===== config.mk =====
export PLATFORM = sky130hd
export DESIGN_NAME = mux_bus_seq
export DESIGN_NICKNAME = d
export VERILOG_FILES = /design/src/rtl/mbs_pkg.sv /design/src/rtl/mbs_kind_dec.sv /design/src/rtl/mbs_tstate_fsm.sv /design/src/rtl/mbs_pin_drv.sv /design/src/rtl/mux_bus_seq.sv
export SDC_FILE = /design/constraint.sdc
export NUM_CORES = 1
export LEC_CHECK = 0
export BUFFER_PORTS_ARGS = -buffer_cell sky130_fd_sc_hd__clkbuf_2
export CORE_MARGIN = 2
export CORE_UTILIZATION = 35
export DETAILED_ROUTE_END_ITERATION = 12
export GPL_TIMING_DRIVEN = 0
export SYNTH_ARGS = -nofsm -noshare
export SYNTH_HDL_FRONTEND = slang
export SYNTH_SLANG_ARGS = --single-unit
export TNS_END_PERCENT = 30

===== constraint.sdc =====
create_clock -name clk -period 2.4 [get_ports clk]
set_input_delay 0.36 -clock clk [delete_from_list [all_inputs] [get_ports clk]]
set_output_delay 0.36 -clock clk [all_outputs]
set_load 0.01 [all_outputs]

===== src/rtl/mbs_pkg.sv =====
package mbs_pkg;

   typedef enum logic [2:0] {
      TS_IDLE = 3'd0,
      TS_T1   = 3'd1,
      TS_T2   = 3'd2,
      TS_TW   = 3'd3,
      TS_T3   = 3'd4,
      TS_T4   = 3'd5,
      TS_HOLD = 3'd6
   } tstate_e;

   localparam logic [2:0] KC_FETCH = 3'd0;
   localparam logic [2:0] KC_MRD   = 3'd1;
   localparam logic [2:0] KC_MWR   = 3'd2;
   localparam logic [2:0] KC_IORD  = 3'd3;
   localparam logic [2:0] KC_IOWR  = 3'd4;

   typedef struct packed {
      logic legal;
      logic long_cyc;
      logic is_read;
      logic is_wr;
      logic is_io;
      logic s1;
      logic s0;
   } cyc_attr_t;

endpackage


===== src/rtl/mbs_kind_dec.sv =====
module mbs_kind_dec
   import mbs_pkg::*;
#(
   parameter int KIND_W = 3
) (
   input  logic [KIND_W-1:0] kind,
   output cyc_attr_t         attr
);

   initial begin : p_param_chk
      assert (KIND_W >= 3) else $fatal(1, "KIND_W must hold codes 0..4");
   end

   localparam int KPAD = KIND_W - 3;

   logic       hi_clear;
   logic [2:0] code;

   generate
      if (KPAD > 0) begin : g_wide
         assign hi_clear = (kind[KIND_W-1:3] == '0);
      end else begin : g_exact
         assign hi_clear = 1'b1;
      end
   endgenerate

   assign code = kind[2:0];

   always_comb begin
      attr = '0;
      if (hi_clear) begin
         case (code)
            KC_FETCH: attr = '{legal:1'b1, long_cyc:1'b1, is_read:1'b1, is_wr:1'b0,
                               is_io:1'b0, s1:1'b1, s0:1'b1};
            KC_MRD:   attr = '{legal:1'b1, long_cyc:1'b0, is_read:1'b1, is_wr:1'b0,
                               is_io:1'b0, s1:1'b1, s0:1'b0};
            KC_MWR:   attr = '{legal:1'b1, long_cyc:1'b0, is_read:1'b0, is_wr:1'b1,
                               is_io:1'b0, s1:1'b0, s0:1'b1};
            KC_IORD:  attr = '{legal:1'b1, long_cyc:1'b0, is_read:1'b1, is_wr:1'b0,
                               is_io:1'b1, s1:1'b1, s0:1'b0};
            KC_IOWR:  attr = '{legal:1'b1, long_cyc:1'b0, is_read:1'b0, is_wr:1'b1,
                               is_io:1'b1, s1:1'b0, s0:1'b1};
            default:  attr = '0;
         endcase
      end
   end

endmodule


===== src/rtl/mbs_tstate_fsm.sv =====
module mbs_tstate_fsm
   import mbs_pkg::*;
#(
   parameter int ADDR_W = 16,
   parameter int DATA_W = 8
) (
   input  logic              clk,
   input  logic              rst_n,
   input  logic              req_valid,
   input  cyc_attr_t         in_attr,
   input  logic [ADDR_W-1:0] req_addr,
   input  logic [DATA_W-1:0] req_wdata,
   input  logic              ready,
   input  logic              hold,
   output tstate_e           st,
   output cyc_attr_t         cur_attr,
   output logic [ADDR_W-1:0] cur_addr,
   output logic [DATA_W-1:0] cur_wdata,
   output logic              req_accept
);

   tstate_e st_nx;
   logic    at_boundary;
   logic    take;

   always_comb begin
      at_boundary = (st == TS_IDLE) || (st == TS_T4) ||
                    ((st == TS_T3) && !cur_attr.long_cyc);
   end

   assign take       = at_boundary && !hold && req_valid && in_attr.legal;
   assign req_accept = take;

   always_comb begin
      st_nx = st;
      case (st)
         TS_IDLE: begin
            if (hold)      st_nx = TS_HOLD;
            else if (take) st_nx = TS_T1;
         end
         TS_T1: st_nx = TS_T2;
         TS_T2, TS_TW: st_nx = ready ? TS_T3 : TS_TW;
         TS_T3, TS_T4: begin
            if ((st == TS_T3) && cur_attr.long_cyc) st_nx = TS_T4;
            else if (hold)                         st_nx = TS_HOLD;
            else if (take)                         st_nx = TS_T1;
            else                                   st_nx = TS_IDLE;
         end
         TS_HOLD: st_nx = hold ? TS_HOLD : TS_IDLE;
         default: st_nx = TS_IDLE;
      endcase
   end

   always_ff @(posedge clk) begin
      if (!rst_n) begin
         st        <= TS_IDLE;
         cur_attr  <= '0;
         cur_addr  <= '0;
         cur_wdata <= '0;
      end else begin
         st <= st_nx;
         if (take) begin
            cur_attr  <= in_attr;
            cur_addr  <= req_addr;
            cur_wdata <= req_wdata;
         end
      end
   end


   wait_ins_chk: assert property (@(posedge clk) disable iff (!rst_n)
      ((st == TS_T2 || st == TS_TW) && !ready) |=> (st == TS_TW));


   wait_exit_chk: assert property (@(posedge clk) disable iff (!rst_n)
      ((st == TS_T2 || st == TS_TW) && ready) |=> (st == TS_T3));


   t4_after_t3_chk: assert property (@(posedge clk) disable iff (!rst_n)
      (st == TS_T4) |-> ($past(st) == TS_T3));


   hold_entry_chk: assert property (@(posedge clk) disable iff (!rst_n)
      (st == TS_HOLD && $past(st) != TS_HOLD) |-> $past(hold));


   accept_start_chk: assert property (@(posedge clk) disable iff (!rst_n)
      req_accept |=> (st == TS_T1));

endmodule


===== src/rtl/mbs_pin_drv.sv =====
module mbs_pin_drv
   import mbs_pkg::*;
#(
   parameter int ADDR_W    = 16,
   parameter int DATA_W    = 8,
   parameter bit RDATA_REG = 1'b1
) (
   input  logic              clk,
   input  logic              rst_n,
   input  tstate_e           st,
   input  cyc_attr_t         cur_attr,
   input  logic [ADDR_W-1:0] cur_addr,
   input  logic [DATA_W-1:0] cur_wdata,
   input  logic [DATA_W-1:0] ad_in,
   output logic              ale,
   output logic [DATA_W-1:0] ad_out,
   output logic              ad_oe,
   output logic [DATA_W-1:0] a_hi,
   output logic              a_hi_oe,
   output logic              rd_n,
   output logic              wr_n,
   output logic              iom,
   output logic              ctl_oe,
   output logic              s1,
   output logic              s0,
   output logic              hlda,
   output logic [DATA_W-1:0] rdata,
   output logic              rdata_valid
);

   logic              in_cyc;
   logic              data_ph;
   logic              cap_now;
   logic [DATA_W-1:0] lo_byte;
   logic [DATA_W-1:0] hi_byte;

   assign in_cyc  = (st == TS_T1) || (st == TS_T2) || (st == TS_TW) ||
                    (st == TS_T3) || (st == TS_T4);
   assign data_ph = (st == TS_T2) || (st == TS_TW) || (st == TS_T3);
   assign cap_now = (st == TS_T3) && cur_attr.is_read;

   assign lo_byte = cur_addr[DATA_W-1:0];
   assign hi_byte = cur_attr.is_io ? cur_addr[DATA_W-1:0] : cur_addr[ADDR_W-1:DATA_W];

   assign ale     = (st == TS_T1);
   assign ad_oe   = (st == TS_T1) || (data_ph && cur_attr.is_wr);
   assign ad_out  = (st == TS_T1) ? lo_byte : cur_wdata;
   assign a_hi_oe = in_cyc;
   assign a_hi    = hi_byte;
   assign rd_n    = !(data_ph && cur_attr.is_read);
   assign wr_n    = !(data_ph && cur_attr.is_wr);
   assign iom     = in_cyc && cur_attr.is_io;
   assign s1      = in_cyc && cur_attr.s1;
   assign s0      = in_cyc && cur_attr.s0;
   assign hlda    = (st == TS_HOLD);
   assign ctl_oe  = !hlda;

   generate
      if (RDATA_REG) begin : g_rd_reg
         always_ff @(posedge clk) begin
            if (!rst_n) begin
               rdata       <= '0;
               rdata_valid <= 1'b0;
            end else begin
               rdata_valid <= cap_now;
               if (cap_now) rdata <= ad_in;
            end
         end
      end else begin : g_rd_pass
         assign rdata       = ad_in;
         assign rdata_valid = cap_now;
      end
   endgenerate


   strobe_excl_chk: assert property (@(posedge clk) disable iff (!rst_n)
      !(!rd_n && !wr_n));


   ale_pulse_chk: assert property (@(posedge clk) disable iff (!rst_n)
      ale |=> !ale);


   ale_addr_chk: assert property (@(posedge clk) disable iff (!rst_n)
      ale |-> (ad_oe && a_hi_oe && rd_n && wr_n));


   bus_turn_chk: assert property (@(posedge clk) disable iff (!rst_n)
      !rd_n |-> !ad_oe);


   hi_steady_chk: assert property (@(posedge clk) disable iff (!rst_n)
      (a_hi_oe && !ale) |-> ($stable(a_hi) && $past(a_hi_oe)));


   hold_float_chk: assert property (@(posedge clk) disable iff (!rst_n)
      hlda |-> (!ad_oe && !a_hi_oe && !ctl_oe));

endmodule


===== src/rtl/mux_bus_seq.sv =====
module mux_bus_seq
   import mbs_pkg::*;
#(
   parameter int ADDR_W    = 16,
   parameter int DATA_W    = 8,
   parameter int KIND_W    = 3,
   parameter bit RDATA_REG = 1'b1
) (
   input  logic              clk,
   input  logic              rst_n,
   input  logic              req_valid,
   input  logic [KIND_W-1:0] req_kind,
   input  logic [ADDR_W-1:0] req_addr,
   input  logic [DATA_W-1:0] req_wdata,
   output logic              req_accept,
   output logic [DATA_W-1:0] rdata,
   output logic              rdata_valid,
   input  logic              ready,
   input  logic              hold,
   output logic              hlda,
   output logic              ale,
   output logic [DATA_W-1:0] ad_out,
   output logic              ad_oe,
   input  logic [DATA_W-1:0] ad_in,
   output logic [DATA_W-1:0] a_hi,
   output logic              a_hi_oe,
   output logic              rd_n,
   output logic              wr_n,
   output logic              iom,
   output logic              ctl_oe,
   output logic              s1,
   output logic              s0
);

   initial begin : p_param_chk
      assert (ADDR_W == 2 * DATA_W) else $fatal(1, "ADDR_W must be twice DATA_W");
   end

   cyc_attr_t         in_attr;
   cyc_attr_t         cur_attr;
   tstate_e           st;
   logic [ADDR_W-1:0] cur_addr;
   logic [DATA_W-1:0] cur_wdata;

   mbs_kind_dec #(.KIND_W(KIND_W)) i_dec (
      .kind (req_kind),
      .attr (in_attr)
   );

   mbs_tstate_fsm #(.ADDR_W(ADDR_W), .DATA_W(DATA_W)) i_fsm (
      .clk        (clk),
      .rst_n      (rst_n),
      .req_valid  (req_valid),
      .in_attr    (in_attr),
      .req_addr   (req_addr),
      .req_wdata  (req_wdata),
      .ready      (ready),
      .hold       (hold),
      .st         (st),
      .cur_attr   (cur_attr),
      .cur_addr   (cur_addr),
      .cur_wdata  (cur_wdata),
      .req_accept (req_accept)
   );

   mbs_pin_drv #(.ADDR_W(ADDR_W), .DATA_W(DATA_W), .RDATA_REG(RDATA_REG)) i_drv (
      .clk         (clk),
      .rst_n       (rst_n),
      .st          (st),
      .cur_attr    (cur_attr),
      .cur_addr    (cur_addr),
      .cur_wdata   (cur_wdata),
      .ad_in       (ad_in),
      .ale         (ale),
      .ad_out      (ad_out),
      .ad_oe       (ad_oe),
      .a_hi        (a_hi),
      .a_hi_oe     (a_hi_oe),
      .rd_n        (rd_n),
      .wr_n        (wr_n),
      .iom         (iom),
      .ctl_oe      (ctl_oe),
      .s1          (s1),
      .s0          (s0),
      .hlda        (hlda),
      .rdata       (rdata),
      .rdata_valid (rdata_valid)
   );

endmodule


# Word-level counts from Yosys, hierarchy flattened
# Cells that the tools add are included.
# word_totals
ff_bits,42
elab_cells,62
# op_classes
n_reduce_logical,29
n_eq_ne,11
muxes,11
# op_table
op,n
one-hot mux 7 bit (5 select lines),1
2-to-1 mux 3 bit,6
2-to-1 mux 8 bit,2
one-hot mux 3 bit (5 select lines),1
"== test 3 x 2 -> 1 bit, second input constant",4
"== test 3 bit, second input constant",4
logical AND 1 bit,11
logical OR 1 bit,9
"== test 3 x 1 -> 1 bit, second input constant",2
zero test 3 bit,2
zero test 1 bit,5
OR reduction 2 bit,2
"inequality test 3 bit, second input constant",1
2-to-1 mux 1 bit,1

# Longest topological paths before layout
# depth
depth_word,10
ltp_mapped,6
ltp_nobuf,4

# Cells and area by module
# A second synthesis with hierarchy kept.
# hier_totals
cells_unflattened,245
hier_area_um2,2213.4
# by_module_without_submodules
mod,instances,area_each_um2,cells_per_inst,seq_area_each_um2
mbs_tstate_fsm,1,1458.9,164,680.7
mbs_pin_drv,1,695.7,71,180.2
mbs_kind_dec,1,58.8,10,0.0

# Least setup slack after synthesis
# Ideal clock, no wire load.
# synth_path
path_type,reg-to-output
from,reg i_fsm.st[0]
to,out req_accept
path_stages_with_launch,6
required_time_ns,2.040
arrival_time_ns,1.464
setup_slack_ns,0.576
cell_sequence,dfxtp_1 buf_6 nor2b_4 or4_4 nor2_8 buf_8
# synth_between
elab_chain_len,6
word_cells_on_any_way,9
# synth_lines
item,line_no,source
start: declaration,mbs_tstate_fsm.sv:15,"output tstate_e st,"
start signal: assignment,mbs_tstate_fsm.sv:61,st <= st_nx;
"== test 3 bit, or another cell as far along",mbs_tstate_fsm.sv:27,at_boundary = (st == TS_IDLE) || (st == TS_T4) ||
logical OR 1 bit or logical AND 1 bit (tied branches),"mbs_tstate_fsm.sv:27, mbs_tstate_fsm.sv:28",
logical OR 1 bit (*),mbs_tstate_fsm.sv:27,
logical AND 1 bit (*) (3 in series),mbs_tstate_fsm.sv:31,assign take = at_boundary && !hold && req_valid && in_attr.legal;
end: declaration,mux_bus_seq.sv:15,"output logic req_accept,"
# Every way passes the cells marked *; elsewhere a longest branch is shown, timed or not.

# Worst setup path after layout
# Same ends and word-level chain as after synthesis.

==> impl_metrics.toml <==
[floorplanning]
start_util = 0.363
die_h_um = 79.6
core.rowCount = 27
die_width_um = 79.6
core_um2 = 5510
io_pins = 76
dieArea_um2 = 6330

[place]
place_congestion = 0.758
pre_cts_slack_ns = 0.232
port_buffers = 74
place_inst = 374
hpwl_um = 3660
place_area_um2 = 2460

[logic_synthesis]
synth_seq_area_share = 0.411
syn_inst = 228
yosysTopAreaCell = "dfxtp_1"
yosys_warnings = 0
synthDominantCellAreaShare = 0.411
syn_avg_cell_area_um2 = 8.76
syn_nets = 268
synth_area_um2 = 2000
synth_seq_cells = 41
synth_area_leaders = "dfxtp_1 (41%), nand2_1 (14%), mux2i_1 (13%)"
synthDistinctLibCells = 32

[global_route]
first_global_vias = 1802
grt_pass1_wl_um = 8560
grt_overflow = 0
grt_use_total = 0.170
grt_max_degree = 14
grt_antenna_before_repair = 0

[cts]
cts.clk_slew.worst_paths_ns = 0.08
postCtsSetupBuffers = 0
clk_latency_ns = 0.29
htreeDepth = 2
root_buffer = "clkbuf_8"
cts_hold_buf = 0
clock-sinks = 41
clockBufferDepth = 2
cts_tree = "yes"
cts_made_buffers = 5

[finish]
fillCellCount = 595
stdcell_area_um2 = 2550
syn_to_final_growth_pct = 27.5
drive_above_1_share = 0.345
fin_nets = 349
diodes = 0
fin_util = 0.463
layout.cells.non_filler = 382

[worst_setup_path]
worstPathCellList = "buf_6 > nor2b_4 > or4_4 > nor2_8 > buf_8 > clkbuf_2"
cp.depth = 6
cpMaxStageDelayCell = "or4_4"
critical_path.top_delay_family = "simple AND/OR/NAND/NOR gates"
critPathBufInv = 3
r2r_cells = 6
crit_type = "register to output pin"
critPathCaptureType = "output pin"
critPathMaxStageDelay_ns = 0.56
worstPathRequired_ns = 2.04
arrival_ns = 2.02
critPathLaunchType = "register"
crit_fanout = 10

[sta]
setup_viol = 0
fmax_ghz = 0.421
whs_ns = 0.284
worst_slew_pin_slew_ns = 0.615
final_hold_viol_count = 0
fin_crit_sh = 0.990
skew_ns = 0.00435
maxSlewHeadroom = 0.586
setup_tns_ns = 0
fin_ws_ns = 0.0229
maxSlewViolCount = 0
period_minus_slack_ns = 2.38
grt_setup_unrepaired = "true"

[power_and_ir_drop]
seq_power_share = 0.492
power_per_cell_area_nw_per_um2 = 586
combPwrFrac = 0.210
p_leak_nw = 1.13
p_sw_uw = 441
finalPower_mw = 1.49
sw_frac_of_total = 0.295
p_clk_frac = 0.299
p_int_mw = 1.05
vdd_ir_drop_max_mv = 0.273

[drt]
drt_pass1_iterations = 4
drtIter0Drc = 78
wl_met3_um = 395
top_layer = "met4"
drt-met1-wl_um = 2380
routed_wl_um = 4950
vias = 1779
drc = 0
wl_per_cell_um = 13.0
postRouteAntennaNets = 0
viasPerCell = 4.66
wl_met2_um = 2150

[min_path]
worstHoldPathCells = 3
min_path_type = "primary input to register"

[job]
drv_cap = 0

[status]
status = "complete, no violations"
[cells by family (layout without fill, tap and decap cells)]
| group | Yosys count | after routing | synth area share |
|---|---|---|---|
| and+or+nand+nor | 99 | 99 | 0.224 |
| AOI/OAI and AO/OA | 30 | 30 | 0.103 |
| buffers and inverters | 17 | 99 | 0.0470 |
| DFF | 41 | 41 | 0.411 |
| muxes | 41 | 41 | 0.215 |
[layer usage]
metal	GRT usage	up-vias
li1	-	931
met1	0.231	769
met2	0.264	74
met3	0.0509	5
met4	0.0362	0
met5	0	-
[power groups by stage]
stage	Sequential [mW]	Clock (mW)	Combinational (mW)
global route	0.739	0.496	0.351
finish	0.734	0.446	0.313
floorplan	0.744	0	0.204
detailed placement	0.750	0	0.314
global placement	0.750	0	0.312
CTS	0.734	0.463	0.316
[synth_stat cells (all sizes together)]
| cell type | number |
|---|---|
| nand2 | 73 |
| dfxtp | 41 |
| mux2i | 25 |
| mux2 | 16 |
| a21boi | 12 |
| clkbuf | 11 |
| nand3 | 6 |
| o21ai | 6 |
| and2 | 4 |
| nor2 | 4 |
| a21oi | 3 |
| buf | 3 |
| inv | 3 |
| a31oi | 2 |
| nand2b | 2 |
| nor2b | 2 |
| nor4 | 2 |
| o211a | 2 |
| or2 | 2 |
| a211oi | 1 |
| a21o | 1 |
| a22oi | 1 |
| and3 | 1 |
| nor3 | 1 |
| nor3b | 1 |
| o21a | 1 |
| o31ai | 1 |
| or4 | 1 |
[cell type report]
class | count | area, um^2 | area share
multi-input combinational | 170 | 1090 | 0.426
sequential | 41 | 821 | 0.322
timing repair buffer | 74 | 370 | 0.145
tap | 72 | 90.1 | 0.0354
buffer | 14 | 82.6 | 0.0324
clock buffer | 5 | 68.8 | 0.0270
clock inverter | 3 | 17.5 | 0.00688
inverter | 3 | 11.3 | 0.00442
[layout by cell type, fill, tap and decap left out, drive strengths merged]
cell	instances
o211a	2
nor3	1
o31ai	1
nor3b	1
a22oi	1
mux2i	25
clkinv	2
and2	4
dfxtp	41
and3	1
a21o	1
nand3	6
nor2b	2
nand2	73
inv	3
o21a	1
a31oi	2
clkinvlp	1
clkbuf	90
mux2	16
a21oi	3
nor4	2
nand2b	2
nor2	4
o21ai	6
a21boi	12
or2	2
a211oi	1
buf	3
or4	1
[registers in the layout, indices dropped and copies added, names as in the netlist]
signal,cells
i_fsm.cur_wdata,8
i_drv.rdata_valid,1
i_fsm.st,3
i_fsm.cur_attr,5
i_fsm.cur_addr,16
i_drv.rdata,8
[worst paths after layout]
check / slack, ns / end / from
max: 0.02 / req_accept / i_fsm.st[0]
min: 0.28 / i_fsm.cur_addr[11] / req_addr[11]
max reg2reg: 0.56 / i_fsm.cur_addr[0] / i_fsm.st[0]
min reg2reg: 0.46 / i_drv.rdata[3] / i_drv.rdata[3]
[repair_timing]
action                     4_1_cts  5_1_grt
hold endpoints to repair         0        0
gates resized for setup          1        1
setup endpoints to repair        8        5
[worst min-delay path, stage by stage]
cell and delay (ns):
clkbuf_2 0.08, nand2_1 0.04, mux2i_1 0.05
No activity file was read; power rests on OpenSTA's default activity.
